`src/rtl/txd_pkg.sv`:
```
package txd_pkg;

    localparam int WORD_W  = 32;
    localparam int LEN_W   = 11;
    localparam int SEL_W   = 2;

    localparam int MB_SOP  = 31;
    localparam int MB_EOP  = 30;
    localparam int MB_OWN  = 29;
    localparam int MB_EOQ  = 28;

    typedef enum logic [SEL_W-1:0] {
        SEL_CTRL = 2'd0,
        SEL_SRST = 2'd1,
        SEL_HEAD = 2'd2,
        SEL_CMPL = 2'd3
    } reg_sel_e;

    typedef enum logic [2:0] {
        ST_IDLE,
        ST_FETCH,
        ST_CHECK,
        ST_RDWORD,
        ST_EMIT,
        ST_WBACK
    } eng_st_e;

    typedef struct packed {
        logic [WORD_W-1:0] nxt;
        logic [WORD_W-1:0] bptr;
        logic [LEN_W-1:0]  len;
        logic [WORD_W-1:0] mode;
    } desc_t;

    function automatic logic [7:0] pick_byte(input logic [WORD_W-1:0] w,
                                             input logic [1:0] lane);
        return w[8*lane +: 8];
    endfunction

    function automatic logic [WORD_W-1:0] retire_mode(input logic [WORD_W-1:0] m,
                                                      input logic chain_end);
        logic [WORD_W-1:0] r;
        r = m;
        r[MB_OWN] = 1'b0;
        r[MB_EOQ] = chain_end;
        return r;
    endfunction

endpackage

```
`src/rtl/txd_regs.sv`:
```
module txd_regs
    import txd_pkg::*;
(
    input  logic              clk,
    input  logic              rst,
    input  logic              reg_we,
    input  logic [SEL_W-1:0]  reg_sel,
    input  logic [WORD_W-1:0] reg_wdata,
    input  logic [WORD_W-1:0] head_q,
    input  logic [WORD_W-1:0] cmpl_q,
    output logic [WORD_W-1:0] reg_rdata,
    output logic              chan_en,
    output logic              soft_clr,
    output logic              head_wr,
    output logic              cmpl_wr
);

    logic ctrl_q;
    logic srst_q;

    always_ff @(posedge clk) begin
        if (rst) begin
            ctrl_q <= 1'b0;
            srst_q <= 1'b0;
        end else begin
            srst_q <= 1'b0;
            if (reg_we && reg_sel == SEL_CTRL)
                ctrl_q <= reg_wdata[0];
            if (reg_we && reg_sel == SEL_SRST && reg_wdata[0])
                srst_q <= 1'b1;
        end
    end

    assign chan_en  = ctrl_q;
    assign soft_clr = srst_q;
    assign head_wr  = reg_we && reg_sel == SEL_HEAD;
    assign cmpl_wr  = reg_we && reg_sel == SEL_CMPL;

    always_comb begin
        unique case (reg_sel)
            SEL_CTRL: reg_rdata = {{(WORD_W-1){1'b0}}, ctrl_q};
            SEL_SRST: reg_rdata = {{(WORD_W-1){1'b0}}, srst_q};
            SEL_HEAD: reg_rdata = head_q;
            default:  reg_rdata = cmpl_q;
        endcase
    end


    srst_pulse_chk: assert property (@(posedge clk) disable iff (rst)
        srst_q |=> !srst_q);

endmodule

```
`src/rtl/txd_engine.sv`:
```
module txd_engine
    import txd_pkg::*;
(
    input  logic              clk,
    input  logic              rst,
    input  logic              soft_clr,
    input  logic              chan_en,
    input  logic              head_wr,
    input  logic              cmpl_wr,
    input  logic [WORD_W-1:0] wdata,
    output logic [WORD_W-1:0] head_q,
    output logic [WORD_W-1:0] cmpl_q,
    output logic              mem_req,
    output logic              mem_we,
    output logic [WORD_W-1:0] mem_addr,
    output logic [WORD_W-1:0] mem_wdata,
    input  logic              mem_ack,
    input  logic [WORD_W-1:0] mem_rdata,
    output logic              tx_valid,
    input  logic              tx_ready,
    output logic [7:0]        tx_data,
    output logic              tx_last
);

    localparam logic [WORD_W-1:0] MODE_OFS = WORD_W'(12);

    eng_st_e           st;
    desc_t             desc_q;
    logic [1:0]        widx;
    logic [WORD_W-1:0] bptr;
    logic [LEN_W-1:0]  rem;
    logic [WORD_W-1:0] word_q;
    logic              chain_end;

    assign chain_end = (desc_q.nxt == '0);

    always_comb begin
        mem_req  = 1'b0;
        mem_we   = 1'b0;
        mem_addr = '0;
        unique case (st)
            ST_FETCH: begin
                mem_req  = 1'b1;
                mem_addr = head_q + WORD_W'({widx, 2'b00});
            end
            ST_RDWORD: begin
                mem_req  = 1'b1;
                mem_addr = {bptr[WORD_W-1:2], 2'b00};
            end
            ST_WBACK: begin
                mem_req  = 1'b1;
                mem_we   = 1'b1;
                mem_addr = head_q + MODE_OFS;
            end
            default: ;
        endcase
    end

    assign mem_wdata = retire_mode(desc_q.mode, chain_end);
    assign tx_valid  = (st == ST_EMIT);
    assign tx_data   = pick_byte(word_q, bptr[1:0]);
    assign tx_last   = tx_valid && rem == LEN_W'(1) && desc_q.mode[MB_EOP];

    always_ff @(posedge clk) begin
        if (rst || soft_clr) begin
            st     <= ST_IDLE;
            head_q <= '0;
            cmpl_q <= '0;
            desc_q <= '0;
            widx   <= '0;
            bptr   <= '0;
            rem    <= '0;
            word_q <= '0;
        end else begin
            if (cmpl_wr)
                cmpl_q <= wdata;
            unique case (st)
                ST_IDLE: begin
                    if (head_wr && head_q == '0)
                        head_q <= wdata;
                    else if (chan_en && head_q != '0) begin
                        widx <= '0;
                        st   <= ST_FETCH;
                    end
                end
                ST_FETCH: begin
                    if (mem_ack) begin
                        unique case (widx)
                            2'd0: desc_q.nxt  <= mem_rdata;
                            2'd1: desc_q.bptr <= mem_rdata;
                            2'd2: desc_q.len  <= mem_rdata[LEN_W-1:0];
                            default: desc_q.mode <= mem_rdata;
                        endcase
                        widx <= widx + 2'd1;
                        if (widx == 2'd3)
                            st <= ST_CHECK;
                    end
                end
                ST_CHECK: begin
                    if (!desc_q.mode[MB_OWN]) begin
                        head_q <= '0;
                        st     <= ST_IDLE;
                    end else if (desc_q.len == '0) begin
                        st <= ST_WBACK;
                    end else begin
                        bptr <= desc_q.bptr;
                        rem  <= desc_q.len;
                        st   <= ST_RDWORD;
                    end
                end
                ST_RDWORD: begin
                    if (mem_ack) begin
                        word_q <= mem_rdata;
                        st     <= ST_EMIT;
                    end
                end
                ST_EMIT: begin
                    if (tx_ready) begin
                        bptr <= bptr + WORD_W'(1);
                        rem  <= rem - LEN_W'(1);
                        if (rem == LEN_W'(1))
                            st <= ST_WBACK;
                        else if (bptr[1:0] == 2'd3)
                            st <= ST_RDWORD;
                    end
                end
                ST_WBACK: begin
                    if (mem_ack) begin
                        cmpl_q <= head_q;
                        head_q <= desc_q.nxt;
                        st     <= ST_IDLE;
                    end
                end
                default: st <= ST_IDLE;
            endcase
        end
    end


    stream_hold_chk: assert property (@(posedge clk) disable iff (rst)
        (tx_valid && !tx_ready && !soft_clr) |=>
            (tx_valid && $stable(tx_data) && $stable(tx_last)));


    last_valid_chk: assert property (@(posedge clk) disable iff (rst)
        tx_last |-> tx_valid);


    mem_hold_chk: assert property (@(posedge clk) disable iff (rst)
        (mem_req && !mem_ack && !soft_clr) |=> (mem_req && $stable(mem_addr)));


    wback_owner_chk: assert property (@(posedge clk) disable iff (rst)
        mem_we |-> (mem_req && mem_addr[1:0] == 2'b00 && !mem_wdata[MB_OWN]));


    soft_clear_chk: assert property (@(posedge clk) disable iff (rst)
        soft_clr |=> (head_q == '0 && cmpl_q == '0 && !tx_valid && !mem_req));

endmodule

```
`src/rtl/txd_chain_dma.sv`:
```
module txd_chain_dma
    import txd_pkg::*;
(
    input  logic              clk,
    input  logic              rst,
    input  logic              reg_we,
    input  logic [SEL_W-1:0]  reg_sel,
    input  logic [WORD_W-1:0] reg_wdata,
    output logic [WORD_W-1:0] reg_rdata,
    output logic              mem_req,
    output logic              mem_we,
    output logic [WORD_W-1:0] mem_addr,
    output logic [WORD_W-1:0] mem_wdata,
    input  logic              mem_ack,
    input  logic [WORD_W-1:0] mem_rdata,
    output logic              tx_valid,
    input  logic              tx_ready,
    output logic [7:0]        tx_data,
    output logic              tx_last
);

    logic [WORD_W-1:0] head_q;
    logic [WORD_W-1:0] cmpl_q;
    logic              chan_en;
    logic              soft_clr;
    logic              head_wr;
    logic              cmpl_wr;

    txd_regs u_regs (
        .clk       (clk),
        .rst       (rst),
        .reg_we    (reg_we),
        .reg_sel   (reg_sel),
        .reg_wdata (reg_wdata),
        .head_q    (head_q),
        .cmpl_q    (cmpl_q),
        .reg_rdata (reg_rdata),
        .chan_en   (chan_en),
        .soft_clr  (soft_clr),
        .head_wr   (head_wr),
        .cmpl_wr   (cmpl_wr)
    );

    txd_engine u_eng (
        .clk       (clk),
        .rst       (rst),
        .soft_clr  (soft_clr),
        .chan_en   (chan_en),
        .head_wr   (head_wr),
        .cmpl_wr   (cmpl_wr),
        .wdata     (reg_wdata),
        .head_q    (head_q),
        .cmpl_q    (cmpl_q),
        .mem_req   (mem_req),
        .mem_we    (mem_we),
        .mem_addr  (mem_addr),
        .mem_wdata (mem_wdata),
        .mem_ack   (mem_ack),
        .mem_rdata (mem_rdata),
        .tx_valid  (tx_valid),
        .tx_ready  (tx_ready),
        .tx_data   (tx_data),
        .tx_last   (tx_last)
    );

endmodule

```
`config.mk`:
```
export PLATFORM = sky130hd
export DESIGN_NAME = txd_chain_dma
export DESIGN_NICKNAME = d
export VERILOG_FILES = /design/src/rtl/txd_pkg.sv /design/src/rtl/txd_regs.sv /design/src/rtl/txd_engine.sv /design/src/rtl/txd_chain_dma.sv
export SDC_FILE = /design/constraint.sdc
export NUM_CORES = 1
export LEC_CHECK = 0
export BUFFER_PORTS_ARGS = -buffer_cell sky130_fd_sc_hd__buf_4
export CAP_MARGIN = 20
export CORE_ASPECT_RATIO = 0.5
export CORE_MARGIN = 2
export CORE_UTILIZATION = 32
export CTS_CLUSTER_DIAMETER = 60
export DETAILED_ROUTE_END_ITERATION = 10
export SLEW_MARGIN = 40
export SYNTH_ARGS = -nofsm -noshare
export SYNTH_HDL_FRONTEND = slang
export SYNTH_SLANG_ARGS = --single-unit
export TNS_END_PERCENT = 1
```
`constraint.sdc`:
```
create_clock -name clk -period 9.46 [get_ports clk]
set_input_delay 0.473 -clock clk [delete_from_list [all_inputs] [get_ports clk]]
set_output_delay 0.473 -clock clk [all_outputs]
set_load 0.1 [all_outputs]
```
==> impl_metrics.tcl <==
set metrics [dict create \
    gp_congestion 0.891 \
    cp.arrival_ns 4.12 \
    layout.cells.non_filler 2277 \
    viasPerCell 5.47 \
    ant_nets 0 \
    place.detailed.hpwl_um 32500 \
    cts_setup_buffers 0 \
    dr.pass1.iters 6 \
    max_cap_violations 0 \
    vias 12500 \
    max_stage_delay_ns 0.63 \
    crit_slowest_cell "dfxtp_1" \
    min_period_ns 4.59 \
    drc_errors 0 \
    status "finished clean" \
    io_pins 179 \
    first_global_vias 11400 \
    syn_area_mm2 0.0130 \
    synth_cell_type_count 79 \
    fin_nets 1799 \
    totalWireLength_um 46300 \
    synth_edf_count 0 \
    wire_per_inst_um 20.3 \
    ir_drop_mv 0.137 \
    die_area_mm2 0.0423 \
    crit_required_ns 8.99 \
    antenna_found_initial 1 \
    holdBufCountCts 0 \
    synth_compound_area_frac 0.184 \
    final_max_slew_viol_count 0 \
    crit_path_start_kind "flop" \
    synth_fa_ha_area_frac 0.0112 \
    drive_above_1_share 0.169 \
    finalPower_mw 3.30 \
    synth-simple-area-share 0.256 \
    synth-seq-cells 252 \
    cts_tree "yes" \
    synth-xor-area-share 0.0189 \
    hp-class "primary input to flop" \
    async_reset_ff_frac 0 \
    dieWidth_um 289 \
    clkLatencyLatePin_ns 0.57 \
    cts_sinks 252 \
    setup_tns_ns 0 \
    finalHoldWorstSlack_ns 0.104 \
    grt_max_degree 94 \
    syn-num-nets 1750 \
    syn_to_final_growth_pct 18.1 \
    yosysWarnings 0 \
    htreeDepth 1 \
    synth.area.mux_share 0.0690 \
    end_kind "output pin" \
    setup_viol 0 \
    place_inst 2228 \
    post_cts_resized 0 \
    grt_use_total 0.214 \
    die_h_um 146 \
    fmaxAchievable_mhz 218 \
    yosysSeqAreaShare 0.389 \
    syn_inst 1668 \
    slew_headroom 0.487 \
    clk_pin_slew_worst_paths_ns 0.07 \
    syn_avg_cell_area_um2 7.78 \
    cts_root_buf "clkbuf_16" \
    initial_core_util 0.323 \
    rsz0062_at_grt "false" \
    power.density_mw_per_mm2 215 \
    path_cells "nor2b_1, and2_1, or2_2, ha_1, a21o_1, nand4_1, nor4_1, xnor2_1, o21ai_1, buf_4" \
    grt_first_pass_wirelength_um 70500 \
    drt_iter0_markers 1359 \
    cts_made_buffers 27 \
    num_rows 52 \
    overflow 0 \
    clockBufferDepth 3 \
    synthFlopType "dfxtp_1" \
    core_mm2 0.0402 \
    hold_viol_final 0 \
    io_buffers 177 \
    timing.final.crit_share 0.485 \
    fin_worst_skew_ns 0.0152 \
    synth_top_family_by_area "simple AND/OR/NAND/NOR gates" \
    leakage_nw 5.52 \
    tightest_slew_ns 0.762 \
    criticalPathCategory "flop to output pin" \
    crit_path_max_fanout 16 \
]
## flip-flops by register name, indices dropped and copies added, names as in the netlist, 2 cells and up
signal,flops
u_eng.desc_q,76
u_eng.bptr,32
u_eng.cmpl_q,32
u_eng.head_q,32
u_eng.word_q,32
u_eng.mem_wdata,30
u_eng.rem,11
u_eng.st,3
u_eng.widx,2
## worst paths after layout
path | cells past startpoint | from | endpoint | slack (ns)
setup / recovery | 10 | u_eng.st[1]$_SDFFE_PP0P_ | mem_addr[31] | 4.87
hold / removal | 2 | rst | u_regs.soft_clr$_SDFF_PP0_ | 0.10
setup reg to reg | 7 | u_eng.st[2]$_SDFFE_PP0P_ | u_eng.bptr[23]$_SDFFE_PP0P_ | 6.08
hold reg to reg | 2 | u_eng.desc_q[46]$_SDFFE_PP0P_ | u_eng.desc_q[46]$_SDFFE_PP0P_ | 0.45
## cells by family after synthesis
| group | after synthesis |
|---|---|
| AND/OR/NAND/NOR | 712 |
| AO/OA/AOI/OAI | 386 |
| flip-flops | 252 |
| buffers and inverters | 200 |
| multiplexers | 78 |
| XOR/XNOR | 28 |
| adder cells (fa/ha/maj) | 11 |
| other | 1 |
## report_power, final
group	switching (mW)	internal [mW]	total (mW)
Combinational	0.663	0.264	0.927
Clock	0.468	0.651	1.12
Sequential	0.121	1.13	1.25
## per-stage QoR
step	cell area [um2]	setup WS (ns)	utilization
6_report	15300	4.87	0.381
5_1_grt	15300	4.58	0.381
4_1_cts	15300	4.89	0.381
3_5_place_dp	14400	5.51	0.358
3_3_place_gp	14300	5.63	0.356
2_1_floorplan	13000	3.14	-
## layer usage
layer  vias up  GRT usage  share of wire
met2       454      0.337           0.46
met1      5983      0.297           0.44
met4         0     0.0778          0.038
met5         -          0              0
li1       5939          -              -
met3        88     0.0341          0.068
## area by class of cell
| cell class | count | area, um2 |
|---|---|---|
| timing repair buffer | 204 | 1550 |
| antenna | 1 | 2.50 |
| inverter | 16 | 60.1 |
| clock buffer | 37 | 763 |
| tap | 540 | 676 |
| multi-input combinational | 1216 | 7050 |
| fill | 4198 | 24900 |
| sequential | 252 | 5050 |
| clock inverter | 11 | 158 |
## cells in the mapped netlist, drive strengths merged, types with 4 or more instances
cell type,count,share of area
o21ai,67,0.026
a22o,4,0.0027
a21oi,177,0.068
nor4,40,0.022
nor2,109,0.032
nand3b,4,0.0023
nor2b,33,0.016
a22oi,4,0.0023
and2,15,0.0072
clkbuf,105,0.030
nor3,51,0.020
a31oi,5,0.0024
inv,16,0.0046
mux4,9,0.016
nand4,26,0.015
o31ai,7,0.0041
mux2i,68,0.052
nor3b,6,0.0035
dfxtp,252,0.39
a211oi,48,0.028
nand3,42,0.017
o221a,4,0.0035
ha,10,0.0096
or4,4,0.0026
buf,79,0.036
nand2b,5,0.0024
xnor2,21,0.014
a221oi,33,0.023
o211ai,5,0.0029
xor2,7,0.0047
or2,8,0.0039
nand2,353,0.10
a2111oi,4,0.0034
and3,4,0.0019
and4,6,0.0041
## critical path, delay by kind of cell, from the launching register on
| kind | cells | cell delay [ns] |
|---|---|---|
| fa+ha+maj | 1 | 0.27 |
| compound gates | 2 | 0.43 |
| flops | 1 | 0.63 |
| simple gates | 5 | 1.73 |
| buf+inv | 1 | 0.36 |
| xor+xnor | 1 | 0.11 |
## layout by cell type (no fill, tap or decap), types with 7 or more instances in the layout
cell type / Yosys / routed
nand2_1: 353 / 351
dfxtp_1: 252 / 251
buf_4: 36 / 200
a21oi_1: 177 / 176
nor2_1: 109 / 109
mux2i_1: 68 / 68
o21ai_0: 59 / 59
nor3_1: 50 / 50
a211oi_1: 48 / 48
nand3_1: 41 / 40
nor4_1: 35 / 35
nor2b_1: 33 / 33
a221oi_1: 32 / 32
clkbuf_16: 0 / 27
nand4_1: 23 / 23
xnor2_1: 21 / 21
inv_1: 16 / 15
and2_1: 14 / 13
ha_1: 10 / 10
mux4_2: 9 / 9
o21ai_1: 8 / 8
xor2_1: 7 / 7
o31ai_1: 7 / 7
Note: power is estimated with default switching activity, not from simulation.
